## src/rtl/pte_walk_pkg.sv

```systemverilog
package pte_walk_pkg;
  typedef enum logic [1:0] {
    ST_IDLE  = 2'd0,
    ST_RD_HI = 2'd1,
    ST_RD_LO = 2'd2,
    ST_CHECK = 2'd3
  } walkState_t;

  typedef struct packed {
    logic loadStart;
    logic capHi;
    logic capLo;
    logic nextEntry;
    logic setFound;
    logic setMiss;
    logic selLo;
  } walkStrobes_t;
endpackage

```

## src/rtl/pte_walk_ctrl.sv

```systemverilog
module pte_walk_ctrl
  import pte_walk_pkg::*;
(
  input  logic         clk,
  input  logic         rstN,
  input  logic         startReq,
  input  logic         memValid,
  input  logic         tagMatch,
  input  logic         lastEntry,
  output logic         busy,
  output logic         memReq,
  output walkStrobes_t strobes
);
  walkState_t state, stateNext;

  always_ff @(posedge clk) begin
    if (!rstN) state <= ST_IDLE;
    else       state <= stateNext;
  end

  always_comb begin
    stateNext = state;
    strobes   = '0;
    memReq    = 1'b0;
    unique case (state)
      ST_IDLE: begin
        if (startReq) begin
          strobes.loadStart = 1'b1;
          stateNext = ST_RD_HI;
        end
      end
      ST_RD_HI: begin
        memReq = 1'b1;
        if (memValid) begin
          strobes.capHi = 1'b1;
          stateNext = ST_RD_LO;
        end
      end
      ST_RD_LO: begin
        memReq = 1'b1;
        strobes.selLo = 1'b1;
        if (memValid) begin
          strobes.capLo = 1'b1;
          stateNext = ST_CHECK;
        end
      end
      ST_CHECK: begin
        if (tagMatch) begin
          strobes.setFound = 1'b1;
          stateNext = ST_IDLE;
        end else if (lastEntry) begin
          strobes.setMiss = 1'b1;
          stateNext = ST_IDLE;
        end else begin
          strobes.nextEntry = 1'b1;
          stateNext = ST_RD_HI;
        end
      end
      default: stateNext = ST_IDLE;
    endcase
  end

  assign busy = (state != ST_IDLE);
endmodule

```

## src/rtl/pte_walk_dp.sv

```systemverilog
module pte_walk_dp
  import pte_walk_pkg::*;
#(
  parameter int ADDR_W  = 32,
  parameter int HASH_W  = 19,
  parameter int TAG_W   = 24,
  parameter int ENTRIES = 8
) (
  input  logic              clk,
  input  logic              rstN,
  input  walkStrobes_t      strobes,
  input  logic [ADDR_W-1:0] tableBase,
  input  logic [HASH_W-1:0] sizeMask,
  input  logic [HASH_W-1:0] hashVal,
  input  logic [TAG_W-1:0]  vpnTag,
  input  logic [31:0]       memData,
  output logic [ADDR_W-1:0] memAddr,
  output logic              tagMatch,
  output logic              lastEntry,
  output logic              found,
  output logic              notFound,
  output logic [$clog2(ENTRIES)-1:0] hitIndex,
  output logic [31:0]       entryHi,
  output logic [31:0]       entryLo
);
  localparam int IDX_W       = $clog2(ENTRIES);
  localparam int ENTRY_SHIFT = 3;
  localparam int GROUP_SHIFT = IDX_W + ENTRY_SHIFT;
  localparam int PAD_W       = ADDR_W - HASH_W - GROUP_SHIFT;

  logic [ADDR_W-1:0] groupAddr;
  logic [ADDR_W-1:0] groupNext;
  logic [TAG_W-1:0]  tagReg;
  logic [IDX_W-1:0]  idx;
  logic [31:0]       workHi, workLo;
  logic [ADDR_W-1:0] entryOff;

  assign groupNext = tableBase |
                     {{PAD_W{1'b0}}, (hashVal & sizeMask), {GROUP_SHIFT{1'b0}}};

  assign entryOff = {{(ADDR_W-GROUP_SHIFT){1'b0}}, idx, strobes.selLo, 2'b00};
  assign memAddr  = groupAddr | entryOff;

  assign tagMatch  = workHi[31] && (workHi[TAG_W-1:0] == tagReg);
  assign lastEntry = (idx == IDX_W'(ENTRIES - 1));

  always_ff @(posedge clk) begin
    if (!rstN) begin
      groupAddr <= '0;
      tagReg    <= '0;
      idx       <= '0;
      workHi    <= '0;
      workLo    <= '0;
    end else begin
      if (strobes.loadStart) begin
        groupAddr <= groupNext;
        tagReg    <= vpnTag;
        idx       <= '0;
      end else if (strobes.nextEntry) begin
        idx <= idx + 1'b1;
      end
      if (strobes.capHi) workHi <= memData;
      if (strobes.capLo) workLo <= memData;
    end
  end

  always_ff @(posedge clk) begin
    if (!rstN) begin
      found    <= 1'b0;
      notFound <= 1'b0;
      hitIndex <= '0;
      entryHi  <= '0;
      entryLo  <= '0;
    end else begin
      found    <= strobes.setFound;
      notFound <= strobes.setMiss;
      if (strobes.setFound) begin
        hitIndex <= idx;
        entryHi  <= workHi;
        entryLo  <= workLo;
      end
    end
  end
endmodule

```

## src/rtl/pte_group_walker.sv

```systemverilog
module pte_group_walker
  import pte_walk_pkg::*;
#(
  parameter int ADDR_W = 32,
  parameter int HASH_W = 19,
  parameter int TAG_W  = 24
) (
  input  logic              clk,
  input  logic              rstN,
  input  logic              startReq,
  input  logic [ADDR_W-1:0] tableBase,
  input  logic [HASH_W-1:0] sizeMask,
  input  logic [HASH_W-1:0] hashVal,
  input  logic [TAG_W-1:0]  vpnTag,
  output logic              busy,
  output logic              memReq,
  output logic [ADDR_W-1:0] memAddr,
  input  logic              memValid,
  input  logic [31:0]       memData,
  output logic              found,
  output logic              notFound,
  output logic [2:0]        hitIndex,
  output logic [31:0]       entryHi,
  output logic [31:0]       entryLo
);
  walkStrobes_t strobes;
  logic tagMatch, lastEntry;

  pte_walk_ctrl u_ctrl (
    .clk       (clk),
    .rstN      (rstN),
    .startReq  (startReq),
    .memValid  (memValid),
    .tagMatch  (tagMatch),
    .lastEntry (lastEntry),
    .busy      (busy),
    .memReq    (memReq),
    .strobes   (strobes)
  );

  pte_walk_dp #(
    .ADDR_W  (ADDR_W),
    .HASH_W  (HASH_W),
    .TAG_W   (TAG_W),
    .ENTRIES (8)
  ) u_dp (
    .clk       (clk),
    .rstN      (rstN),
    .strobes   (strobes),
    .tableBase (tableBase),
    .sizeMask  (sizeMask),
    .hashVal   (hashVal),
    .vpnTag    (vpnTag),
    .memData   (memData),
    .memAddr   (memAddr),
    .tagMatch  (tagMatch),
    .lastEntry (lastEntry),
    .found     (found),
    .notFound  (notFound),
    .hitIndex  (hitIndex),
    .entryHi   (entryHi),
    .entryLo   (entryLo)
  );
endmodule

```

## config.mk

```make
export PLATFORM = sky130hd
export DESIGN_NAME = pte_group_walker
export DESIGN_NICKNAME = d
export VERILOG_FILES = /design/src/rtl/pte_walk_pkg.sv /design/src/rtl/pte_walk_ctrl.sv /design/src/rtl/pte_walk_dp.sv /design/src/rtl/pte_group_walker.sv
export SDC_FILE = /design/constraint.sdc
export NUM_CORES = 1
export LEC_CHECK = 0
export ABC_AREA = 1
export BUFFER_PORTS_ARGS = -buffer_cell sky130_fd_sc_hd__buf_2
export CAP_MARGIN = 20
export CORE_MARGIN = 3
export CORE_UTILIZATION = 35
export CTS_CLUSTER_SIZE = 40
export DETAILED_ROUTE_END_ITERATION = 7
export PLACE_DENSITY = 0.59
export RECOVER_POWER = 50
export SLEW_MARGIN = 20
export SYNTH_ARGS = -nofsm -noshare
export SYNTH_HDL_FRONTEND = slang
export SYNTH_SLANG_ARGS = --single-unit
```

## constraint.sdc

```tcl
create_clock -name clk -period 3.46 [get_ports clk]
set_clock_uncertainty 0.1 [all_clocks]
set_input_delay 0.346 -clock clk [delete_from_list [all_inputs] [get_ports clk]]
set_output_delay 0.346 -clock clk [all_outputs]
set_load 0.02 [all_outputs]
```

==> flow_metrics.py <==
metrics = {
    "placement": {
        "portBuffers": 232,
        "dpl.cell_count": 1490,
        "dpl_cell_area_um2": 9060,
        "place_hpwl_um": 17500,
        "gp_congestion": 0.905,
        "place_ws_ns": 1.17,
    },
    "setup_path": {
        "cp_max_fo": 66,
        "arrival_ns": 2.77,
        "cpPeakStageDelay_ns": 1.12,
        "end_kind": "register",
        "crit_type": "reg -> reg",
        "crit_slowest_cell": "ha_2",
        "worstPathRequired_ns": 3.68,
        "timing.rr.end": "u_dp.entryHi[4]$_SDFFE_PN0P_",
        "crit_chain": "ha_2 -> nand2_2 -> o21ai_0 -> nor2_1",
        "timing.rr.start": "u_ctrl.state[0]$_SDFFE_PN0P_",
        "cp-start-kind": "register",
        "crit_buf_inv": 0,
        "reg2reg_depth": 4,
        "cp_top_family": "adder cells",
        "r2r_setup_slack_ns": 0.90,
    },
    "pwr": {
        "seq_power_share_pct": 43.3,
        "ir_drop_mv": 0.490,
        "total_power_mw": 6.29,
        "p_int_mw": 4.08,
        "leakage_nw": 3.89,
        "netSwitchingFraction_pct": 35.1,
        "switching_power_mw": 2.20,
        "power_density_nw_per_um2": 660,
        "p_clk_share_pct": 31.7,
        "combinationalPowerShare_pct": 25.0,
    },
    "floorplan": {
        "fp.dieW_um": 157,
        "die-area_um2": 24500,
        "boundaryPins": 233,
        "initial_utilization_pct": 36.1,
        "num_rows": 54,
        "die_y_um": 157,
        "core_area_um2": 22000,
    },
    "clocking": {
        "clockBufferDepth": 2,
        "cts_setup_buffers": 0,
        "ctsRootBufferMaster": "clkbuf_16",
        "clk-insertion-delay-late_ns": 0.44,
        "cts.reportedPaths.clkPinSlew_ns": 0.08,
        "ctsHoldBuffers": 0,
        "cts_num_sinks": 194,
        "cts.htree.levels": 4,
        "cts_tree": "done",
        "post_cts_resize_count": 0,
        "cts_buffers": 17,
    },
    "synthesis": {
        "ys_seq_elements": 194,
        "synthCells": 1065,
        "yosys.cell_types.count": 27,
        "yosysWarnings": 0,
        "synthesis.nets": 1202,
        "seq_area_frac_synth_pct": 48.9,
        "syn_area_um2": 7940,
        "synth_area_per_cell_um2": 7.46,
    },
    "grt": {
        "track_usage_pct": 19.3,
        "grt_pass1_vias": 7112,
        "grt_antenna_before_repair": 8,
        "met3_usage_pct": 5.45,
        "use_met1_pct": 23.7,
        "grt_max_degree": 67,
        "busiest_layer": "met2",
        "grt_pass1_wl_um": 37300,
        "grt_overflow": 0,
        "met2_usage_pct": 32.8,
    },
    "timing": {
        "hold_violations": 0,
        "finalCritPeriodShare_pct": 73.9,
        "finalSetupViolCount": 0,
        "post-route-min-period_ns": 2.56,
        "rsz0062_at_grt": "no",
        "whs_ns": 0.0625,
        "worst_pin_slew_ns": 1.38,
        "final.setup.tns_ns": 0,
        "finalMaxSlewViolations": 0,
        "fin_ws_ns": 0.903,
        "relSlewSlack_pct": 7.80,
        "fmax_ghz": 0.391,
    },
    "layout": {
        "nNetsFinal": 1366,
        "fin_cells": 1525,
        "fin_util_pct": 43.2,
        "drive_above_1_share_pct": 15.9,
        "area_growth_pct": 19.8,
        "final_cell_area_um2": 9520,
    },
    "hold_path": {
        "hold_start": "tableBase[28]",
        "hold_end": "u_dp.groupAddr[28]$_SDFFE_PN0P_",
        "whs_path_depth": 3,
        "holdCritPathClass": "in -> reg",
    },
    "route": {
        "drt-total-wl_um": 24000,
        "antenna_left": 0,
        "num_vias": 7530,
        "drt-wirelength-per-cell_um": 15.7,
        "drt-initial-drc-count": 444,
        "drc": 0,
        "drt_pass1_iterations": 4,
        "vias_per_cell": 4.94,
    },
    "flow_run": {
        "maxCapViolCount": 0,
    },
    "status": {
        "status": "finished clean",
    },
}
-- synthesized netlist by cell type --
master	instances	area, um2
xnor2_1	2	17.5
buf_2	6	30.0
buf_1	10	37.5
o21ai_1	1	5.00
nor4_1	1	6.26
nand3_2	1	10.0
buf_4	28	210
buf_6	7	78.8
xor2_1	3	26.3
o21ai_0	132	661
a21oi_1	193	966
inv_2	14	52.6
inv_1	80	300
dfxtp_1	194	3880
nand2_1	132	495
a21boi_1	1	7.51
nor3_1	5	25.0
nand3b_1	1	7.51
nand4_1	3	18.8
clkbuf_1	49	184
nand3_1	65	325
nand2_2	1	6.26
and3_1	1	6.26
o22ai_1	1	6.26
or2_2	4	25.0
ha_1	7	87.6
nor2_1	123	462
-- power by group through the flow --
stage | Clock [mW] | Sequential [mW] | Combinational [mW]
after floorplan | 0 | 2.73 | 1.24
after global placement | 0 | 2.77 | 1.60
after detailed placement | 0 | 2.77 | 1.62
after CTS | 2.04 | 2.72 | 1.62
after global routing | 2.12 | 2.76 | 1.78
final | 1.99 | 2.72 | 1.57
-- cell usage in the layout, fill, tap and decap left out, types with 6 or more instances in the layout --
cell type and count:
o21ai_0 132, dfxtp_1 194, inv_1 80, nand2_1 132
inv_2 13, a21oi_1 193, clkbuf_1 100, ha_1 6
nand3_1 65, nor2_1 123, buf_2 131, clkbuf_16 17
buf_4 11
-- state kept, by name, indices dropped and copies added (netlist names) --
signal	flops
u_dp.entryLo	32
u_dp.notFound	1
u_dp.workLo	32
u_dp.groupAddr	32
u_dp.found	1
u_ctrl.state	2
u_dp.tagReg	24
u_dp.hitIndex	3
u_dp.entryHi	32
u_dp.workHi	32
u_dp.idx	3
-- metal layers --
metal  part of all wire [%]  vias up  routed length [um]
li1                       -     3789                   -
met1                     43     3448               10200
met2                     48      248               11400
met3                    7.4       35                1790
met4                    2.1       10                 496
met5                   0.26        -                  62
-- worst max-delay path by stage --
stage / start / endpoint / slack, ns / cells after the start
3_5_place_dp: u_dp.workHi[2]$_SDFFE_PN0P_ / u_dp.entryLo[17]$_SDFFE_PN0P_ / 1.17 / 12
5_1_grt: u_ctrl.state[1]$_SDFFE_PN0P_ / u_dp.workHi[17]$_SDFFE_PN0P_ / 0.68 / 6
2_1_floorplan: u_ctrl.state[0]$_SDFFE_PN0P_ / u_dp.entryHi[13]$_SDFFE_PN0P_ / 1.76 / 6
3_3_place_gp: u_dp.workHi[1]$_SDFFE_PN0P_ / u_dp.entryHi[4]$_SDFFE_PN0P_ / 1.14 / 11
4_1_cts: u_dp.workHi[2]$_SDFFE_PN0P_ / u_dp.entryHi[4]$_SDFFE_PN0P_ / 1.14 / 11
6_report: u_ctrl.state[0]$_SDFFE_PN0P_ / u_dp.entryHi[4]$_SDFFE_PN0P_ / 0.90 / 4
-- area by class of cell --
| cell class | count | area (um2) |
|---|---|---|
| repair buffers | 245 | 1160 |
| well taps | 280 | 350 |
| diodes | 3 | 7.51 |
| fillers | 2351 | 12500 |
| multi-input cells | 677 | 3170 |
| flip-flops and latches | 194 | 3880 |
| clock buffers | 17 | 425 |
| inverters | 94 | 354 |
| clock inverters | 15 | 170 |
-- cell families (layout without fill, tap and decap cells) --
logic type               Yosys count  after routing  synth area share (%)
AND/OR/NAND/NOR                  337            337                  17.5
AO/OA/AOI/OAI                    328            328                  20.7
flip-flops                       194            194                  48.9
buffers and inverters            194            371                  11.2
adder cells (fa/ha/maj)            7              7                  1.10
XOR/XNOR                           5              5                 0.552
other                              0              3                     0
-- tightest hold or removal path, delay by kind of cell --
kind	cells	cell delay (ns)
AOI/OAI and AO/OA	1	0.07
buffers and inverters	1	0.07
and+or+nand+nor	1	0.07
Note: power is estimated with default switching activity, not from simulation.
